<file path="config.mk">
export PLATFORM = sky130hd
export DESIGN_NAME = mode_summary_reg
export DESIGN_NICKNAME = d
export VERILOG_FILES = /design/src/rtl/msr_pkg.sv /design/src/rtl/msr_state_regs.sv /design/src/rtl/msr_summary_calc.sv /design/src/rtl/msr_summary_reg.sv /design/src/rtl/mode_summary_reg.sv
export SDC_FILE = /design/constraint.sdc
export NUM_CORES = 1
export LEC_CHECK = 0
export ABC_AREA = 1
export CAP_MARGIN = 20
export CORE_MARGIN = 5
export CORE_UTILIZATION = 45
export CTS_CLUSTER_SIZE = 25
export DETAILED_ROUTE_END_ITERATION = 8
export DONT_BUFFER_PORTS = 1
export GPL_TIMING_DRIVEN = 0
export HOLD_SLACK_MARGIN = 0.1
export PLACE_DENSITY = 0.68
export SLEW_MARGIN = 20
export SYNTH_ARGS = -nofsm -noshare
export SYNTH_HDL_FRONTEND = slang
export SYNTH_SLANG_ARGS = --single-unit
</file>
<file path="constraint.sdc">
create_clock -name clk_i -period 0.99 [get_ports clk_i]
set_input_delay 0.099 -clock clk_i [delete_from_list [all_inputs] [get_ports clk_i]]
set_output_delay 0.099 -clock clk_i [all_outputs]
set_load 0.01 [all_outputs]
</file>
<file path="src/rtl/msr_pkg.sv">
package msr_pkg;

  localparam int SEL_W  = 3;
  localparam int SUMM_W = 18;

  typedef enum logic [SEL_W-1:0] {
    SEL_CTRL  = 3'd0,
    SEL_EXT   = 3'd1,
    SEL_FLAGS = 3'd2,
    SEL_CSA   = 3'd3,
    SEL_SSA   = 3'd4,
    SEL_SUMM  = 3'd5
  } sel_e;

  localparam int NUM_SRC = 5;

  typedef enum logic [2:0] {
    SUB_REAL   = 3'd0,
    SUB_PROT   = 3'd1,
    SUB_V86    = 3'd2,
    SUB_COMPAT = 3'd3,
    SUB_LONG64 = 3'd4
  } submode_e;

  // source bit positions
  localparam int CTRL_PE  = 0;
  localparam int CTRL_PG  = 1;
  localparam int EXT_LMA  = 0;
  localparam int FLG_VM   = 0;
  localparam int ATTR_DSZ = 2;
  localparam int ATTR_LNG = 3;

  typedef struct packed {
    logic [1:0] stack;
    logic [1:0] alt_addr;
    logic [1:0] def_addr;
    logic [1:0] alt_op;
    logic [1:0] def_op;
    logic       prot;
    logic       paging;
    logic [1:0] cpl;
    submode_e   sub;
    logic       mode;
  } summary_t;

  localparam summary_t SUMM_RST = '{stack: 2'd1, alt_addr: 2'd1, def_addr: 2'd1,
                                    alt_op: 2'd1, def_op: 2'd1, prot: 1'b0,
                                    paging: 1'b0, cpl: 2'd0, sub: SUB_REAL,
                                    mode: 1'b0};

endpackage

</file>
<file path="src/rtl/msr_state_regs.sv">
module msr_state_regs
  import msr_pkg::*;
#(
  parameter int DATA_W = 32
) (
  input  logic                     clk_i,
  input  logic                     rst_ni,
  input  logic                     wr_en_i,
  input  logic [SEL_W-1:0]         wr_sel_i,
  input  logic [DATA_W-1:0]        wr_data_i,
  output logic [NUM_SRC-1:0][DATA_W-1:0] src_o
);

  for (genvar i = 0; i < NUM_SRC; i++) begin : g_src
    logic [DATA_W-1:0] q;
    always_ff @(posedge clk_i or negedge rst_ni) begin
      if (!rst_ni)                                   q <= '0;
      else if (wr_en_i && wr_sel_i == SEL_W'(i))     q <= wr_data_i;
    end
    assign src_o[i] = q;
  end

  // out-of-range selects touch no source
  a_r11_unused_sel: assert property (@(posedge clk_i) disable iff (!rst_ni)
    (wr_en_i && wr_sel_i > SEL_W'(NUM_SRC)) |=> $stable(src_o));

endmodule

</file>
<file path="src/rtl/msr_summary_calc.sv">
module msr_summary_calc
  import msr_pkg::*;
(
  input  logic       lma_i,
  input  logic       pe_i,
  input  logic       pg_i,
  input  logic       vm_i,
  input  logic       cs_long_i,
  input  logic       cs_dsz_i,
  input  logic [1:0] cs_dpl_i,
  input  logic       ss_dsz_i,
  output summary_t   summ_o
);

  submode_e sub;
  logic     is64;

  always_comb begin
    if (lma_i)      sub = cs_long_i ? SUB_LONG64 : SUB_COMPAT;
    else if (!pe_i) sub = SUB_REAL;
    else            sub = vm_i ? SUB_V86 : SUB_PROT;
  end

  assign is64 = (sub == SUB_LONG64);

  always_comb begin
    summ_o        = SUMM_RST;
    summ_o.mode   = lma_i;
    summ_o.sub    = sub;
    summ_o.cpl    = cs_dpl_i;
    summ_o.paging = pg_i;
    summ_o.prot   = pe_i;

    if (is64 || cs_dsz_i) begin
      summ_o.def_op = 2'd2;
      summ_o.alt_op = 2'd1;
    end else begin
      summ_o.def_op = 2'd1;
      summ_o.alt_op = 2'd2;
    end

    if (is64) begin
      summ_o.def_addr = 2'd3;
      summ_o.alt_addr = 2'd2;
    end else if (cs_dsz_i) begin
      summ_o.def_addr = 2'd2;
      summ_o.alt_addr = 2'd1;
    end else begin
      summ_o.def_addr = 2'd1;
      summ_o.alt_addr = 2'd2;
    end

    if (is64)          summ_o.stack = 2'd3;
    else if (ss_dsz_i) summ_o.stack = 2'd2;
    else               summ_o.stack = 2'd1;
  end

endmodule

</file>
<file path="src/rtl/msr_summary_reg.sv">
module msr_summary_reg
  import msr_pkg::*;
#(
  parameter int DATA_W = 32
) (
  input  logic              clk_i,
  input  logic              rst_ni,
  input  logic              refresh_i,
  input  logic              load_i,
  input  summary_t          calc_i,
  input  logic [DATA_W-1:0] load_data_i,
  output logic [DATA_W-1:0] q_o
);

  localparam int PAD_W = DATA_W - SUMM_W;

  always_ff @(posedge clk_i or negedge rst_ni) begin
    if (!rst_ni)        q_o <= {{PAD_W{1'b0}}, SUMM_RST};
    else if (refresh_i) q_o <= {{PAD_W{1'b0}}, calc_i};
    else if (load_i)    q_o <= load_data_i;
  end

  a_r10_hold: assert property (@(posedge clk_i) disable iff (!rst_ni)
    !(refresh_i || load_i) |=> $stable(q_o));

  a_r10_load: assert property (@(posedge clk_i) disable iff (!rst_ni)
    load_i |=> q_o == $past(load_data_i));

endmodule

</file>
<file path="src/rtl/mode_summary_reg.sv">
module mode_summary_reg
  import msr_pkg::*;
#(
  parameter int DATA_W = 32
) (
  input  logic              clk_i,
  input  logic              rst_ni,
  input  logic              wr_en_i,
  input  logic              wr_side_i,
  input  logic [2:0]        wr_sel_i,
  input  logic [DATA_W-1:0] wr_data_i,
  input  logic [2:0]        rd_sel_i,
  output logic [DATA_W-1:0] rd_data_o,
  output logic [DATA_W-1:0] summary_o
);

  logic [NUM_SRC-1:0][DATA_W-1:0] src;
  logic [DATA_W-1:0] ctrl_eff, cs_eff, ss_eff;
  logic              refresh, load;
  summary_t          calc;

  msr_state_regs #(.DATA_W(DATA_W)) u_state (
    .clk_i     (clk_i),
    .rst_ni    (rst_ni),
    .wr_en_i   (wr_en_i),
    .wr_sel_i  (wr_sel_i),
    .wr_data_i (wr_data_i),
    .src_o     (src)
  );

  // incoming data replaces the stale copy during a refresh
  assign ctrl_eff = (wr_en_i && wr_sel_i == SEL_CTRL) ? wr_data_i : src[SEL_CTRL];
  assign cs_eff   = (wr_en_i && wr_sel_i == SEL_CSA)  ? wr_data_i : src[SEL_CSA];
  assign ss_eff   = (wr_en_i && wr_sel_i == SEL_SSA)  ? wr_data_i : src[SEL_SSA];

  always_comb begin
    refresh = 1'b0;
    if (wr_en_i && wr_side_i) begin
      unique case (wr_sel_i)
        SEL_CTRL, SEL_CSA, SEL_SSA, SEL_SUMM: refresh = 1'b1;
        default:                              refresh = 1'b0;
      endcase
    end
  end

  assign load = wr_en_i && !wr_side_i && (wr_sel_i == SEL_SUMM);

  msr_summary_calc u_calc (
    .lma_i     (src[SEL_EXT][EXT_LMA]),
    .pe_i      (ctrl_eff[CTRL_PE]),
    .pg_i      (ctrl_eff[CTRL_PG]),
    .vm_i      (src[SEL_FLAGS][FLG_VM]),
    .cs_long_i (cs_eff[ATTR_LNG]),
    .cs_dsz_i  (cs_eff[ATTR_DSZ]),
    .cs_dpl_i  (cs_eff[1:0]),
    .ss_dsz_i  (ss_eff[ATTR_DSZ]),
    .summ_o    (calc)
  );

  msr_summary_reg #(.DATA_W(DATA_W)) u_summ (
    .clk_i       (clk_i),
    .rst_ni      (rst_ni),
    .refresh_i   (refresh),
    .load_i      (load),
    .calc_i      (calc),
    .load_data_i (wr_data_i),
    .q_o         (summary_o)
  );

  always_comb begin
    if (rd_sel_i == SEL_SUMM)               rd_data_o = summary_o;
    else if (rd_sel_i < 3'(NUM_SRC))        rd_data_o = src[rd_sel_i];
    else                                    rd_data_o = '0;
  end

  a_r8_ctrl_real: assert property (@(posedge clk_i) disable iff (!rst_ni)
    (wr_en_i && wr_side_i && wr_sel_i == SEL_CTRL && !wr_data_i[CTRL_PE]
     && !src[SEL_EXT][EXT_LMA]) |=> (summary_o[3:0] == 4'd0 && !summary_o[7]));

  a_r5_op_pair: assert property (@(posedge clk_i) disable iff (!rst_ni)
    refresh |=> (summary_o[9:8] != summary_o[11:10]));

  a_r7_stack_nz: assert property (@(posedge clk_i) disable iff (!rst_ni)
    refresh |=> (summary_o[17:16] != 2'd0));

  a_r11_no_refresh: assert property (@(posedge clk_i) disable iff (!rst_ni)
    (wr_en_i && (wr_sel_i == SEL_EXT || wr_sel_i == SEL_FLAGS)) |=> $stable(summary_o));

  a_r9_src_kept: assert property (@(posedge clk_i) disable iff (!rst_ni)
    (wr_en_i && wr_sel_i == SEL_SUMM) |=> $stable(src));

endmodule

</file>
==> out/results.tsv <==
metric	value	unit
ys_warn_count	0	
diodes	0	
grt_max_degree	193	
final_cells	1432	
slowest_delay	0.58	ns
first_pass_iters	8	
power_leakage	5.22	nW
nFillCells	1798	
cp_max_fo	2	
rsz0062_at_grt	yes	
ios	106	
totalWireLength	30.1	mm
finalSetupViolations	47	
highest_layer	met4	
tightest_slew	0.730	ns
ant_nets	0	
register_area	4830	µm²
synthesis.nets	1127	
fp-row-count	51	
die_h	150	µm
grt_pass1_vias	8153	
num_vias	8202	
power_density	1950	nW/µm²
ys_seq_elements	192	
hold_viol	194	
nets	1196	
synth_area	8840	µm²
wl_per_cell	21.0	µm
area_growth	22.4	%
critPathSlowestCell	dfstp_2	
drv_slew	0	
worstSetupStartpointType	flop	
dpl_cell_area	9350	µm²
cp_cell_sequence	inv_2 > o211ai_1	
clock-skew-final	0.00763	ns
synth_top_area_share	52.9	%
grtUsageTotal	27.1	%
gr-total-overflow	0	
peakVddDrop	1.42	mV
drive_above_1_share	19.0	%
viasPerCell	5.73	
drv_cap	0	
outcome	finished, violations left	
ys_seq_area_share	54.4	%
fin_area	10800	µm²
max_freq	0.661	GHz
synthCells	1085	
place.gp.congestion	0.871	
cts_tree	yes	
drcViolationCount	0	
wl_met1	11.9	mm
finalPower	21.1	mW
routed-wl-met2	14.4	mm
port_buffers	0	
drt-initial-drc-count	992	
crit_type	flop to output pin	
cts.sink_count	192	
initial_utilization	45.6	%
multi_input_area	3770	µm²
dieArea	22600	µm²
antenna_found_initial	0	
relSlewSlack	51.3	%
met3WireLength	2.85	mm
die_w	150	µm
post-place-cells	1350	
numCtsBuffers	17	
cts_max_level	4	
grt_pass1_wl	46.2	mm
cts_root_buffer	clkbuf_16	
cp.arrival	1.41	ns
yosysTopAreaCell	dfrtp_1	
path_clk_slew	0.07	ns
worst_slack	-0.523	ns
hold_class	input port to async pin	
yosysUniqueCellTypes	28	
crit_required	0.89	ns
fin_crit_sh	153	%
violations	hold timing, setup timing	
fin_crit	1.51	ns
dp_hpwl	19.2	mm
cts_buffer_depth	2	
core	19400	µm²
fin_tns_setup	-13.32	ns
end_kind	output pin	
ctsHoldBuffers	36	
ys_top_cells_by_area	dfrtp_1 53%, nand2_1 13%, o21ai_0 12%	
hold_slack	-0.644	ns
synth_area_per_cell	8.15	µm²
insertion_delay	0.43	ns
[critical path, delay by kind of cell (launching register included)]
family                 cells  cell delay, ns
DFF                        1            0.58
AOI/OAI and AO/OA          1            0.35
buffers and inverters      1            0.05
[layer usage]
layer	global-route usage [%]	vias up
li1	-	3727
met1	35.2	4001
met2	43.4	411
met3	6.56	63
met4	11.8	0
met5	0	-
[cell type report]
| cell class | instances | area share, % |
|---|---|---|
| Buffer | 71 | 3.70 |
| Inverter | 103 | 3.76 |
| Tap cell | 265 | 3.06 |
| Timing Repair Buffer | 50 | 4.35 |
| Multi-Input combinational cell | 719 | 34.8 |
| Clock inverter | 10 | 1.16 |
| Sequential cell | 192 | 44.7 |
| Clock buffer | 22 | 4.47 |
[cell usage after synthesis (all sizes together)]
master / n
nand2: 305
o21ai: 205
dfrtp: 187
inv: 102
nand3: 100
clkbuf: 46
a21oi: 40
nand4: 27
buf: 25
nor2: 15
a22oi: 14
o211ai: 11
dfstp: 5
and2: 1
clkinv: 1
nor3: 1
[flip-flops by register name, summed over array words and instances (netlist names)]
name,count
u_summ.q_o,32
u_state.g_src.q,160
[cells by family (layout without fill, tap and decap cells)]
family	Yosys count	count (layout)	share of synthesized area [%]
AOI/OAI and AO/OA	270	270	16.0
DFF	192	192	54.4
buffers and inverters	174	256	7.88
and+or+nand+nor	449	449	21.7
[what timing repair did]
item                       CTS  global route
setup endpoints to repair   60           199
hold endpoints to repair   383           196
buffers inserted             5            11
resized for setup           91            90
pin swaps                   89            71
[report_power, final]
part / leakage, nW / switching, mW / internal (mW) / total, mW
Clock: 0.286 / 3.11 / 4.02 / 7.13
Combinational: 2.55 / 2.17 / 1.43 / 3.60
Sequential: 2.38 / 1.05 / 9.34 / 10.4
[path summary, 6_finish.rpt]
check | start | to | slack [ns] | depth (start not counted)
max | u_summ.q_o[12] | rd_data_o[12] | -0.52 | 2
min | rst_ni | u_state.g_src[4].q[10] | -0.64 | 0
max reg2reg | u_state.g_src[1].q[0] | u_summ.q_o[17] | -0.08 | 5
min reg2reg | u_state.g_src[2].q[10] | u_state.g_src[2].q[10] | 0.48 | 2
max in group asynchronous | rst_ni | u_summ.q_o[16] | 1.39 | 0
min in group clk_i | wr_sel_i[2] | u_state.g_src[3].q[3] | -0.05 | 3
[per-stage QoR]
stage | utilization (%) | worst slack (ns)
6_report | 55.8 | -0.523
5_1_grt | 55.8 | -0.574
4_1_cts | 54.6 | -0.555
3_5_place_dp | 48.2 | -0.441
3_3_place_gp | 48.2 | -0.408
2_1_floorplan | - | -0.0372
[placed cells by master, fill, tap and decap left out, types with 2 or more instances in the layout]
cell	synthesis	layout
nand3_1	99	67
a21oi_2	0	25
nand3_2	1	30
clkbuf_1	46	20
a22oi_2	1	14
buf_2	12	13
clkbuf_8	0	5
clkbuf_2	0	21
nand2_1	302	294
nand3_4	0	3
clkinvlp_4	0	4
dlygate4sd3_1	0	34
clkbuf_4	0	3
bufinv_16	0	2
inv_2	2	9
o211ai_1	11	11
nor2_1	13	11
buf_4	1	18
o21ai_1	1	33
buf_6	3	7
dfrtp_1	187	170
inv_1	99	91
a21oi_1	40	15
nor2_2	2	3
inv_6	0	3
o21ai_0	204	169
buf_1	9	3
nand4_1	26	26
clkbuf_16	0	17
dfrtp_2	0	17
nand2_2	2	6
nand2_4	1	4
clkinv_4	0	2
o21ai_2	0	2
dfstp_2	5	5
No activity file was read; power rests on OpenSTA's default activity.
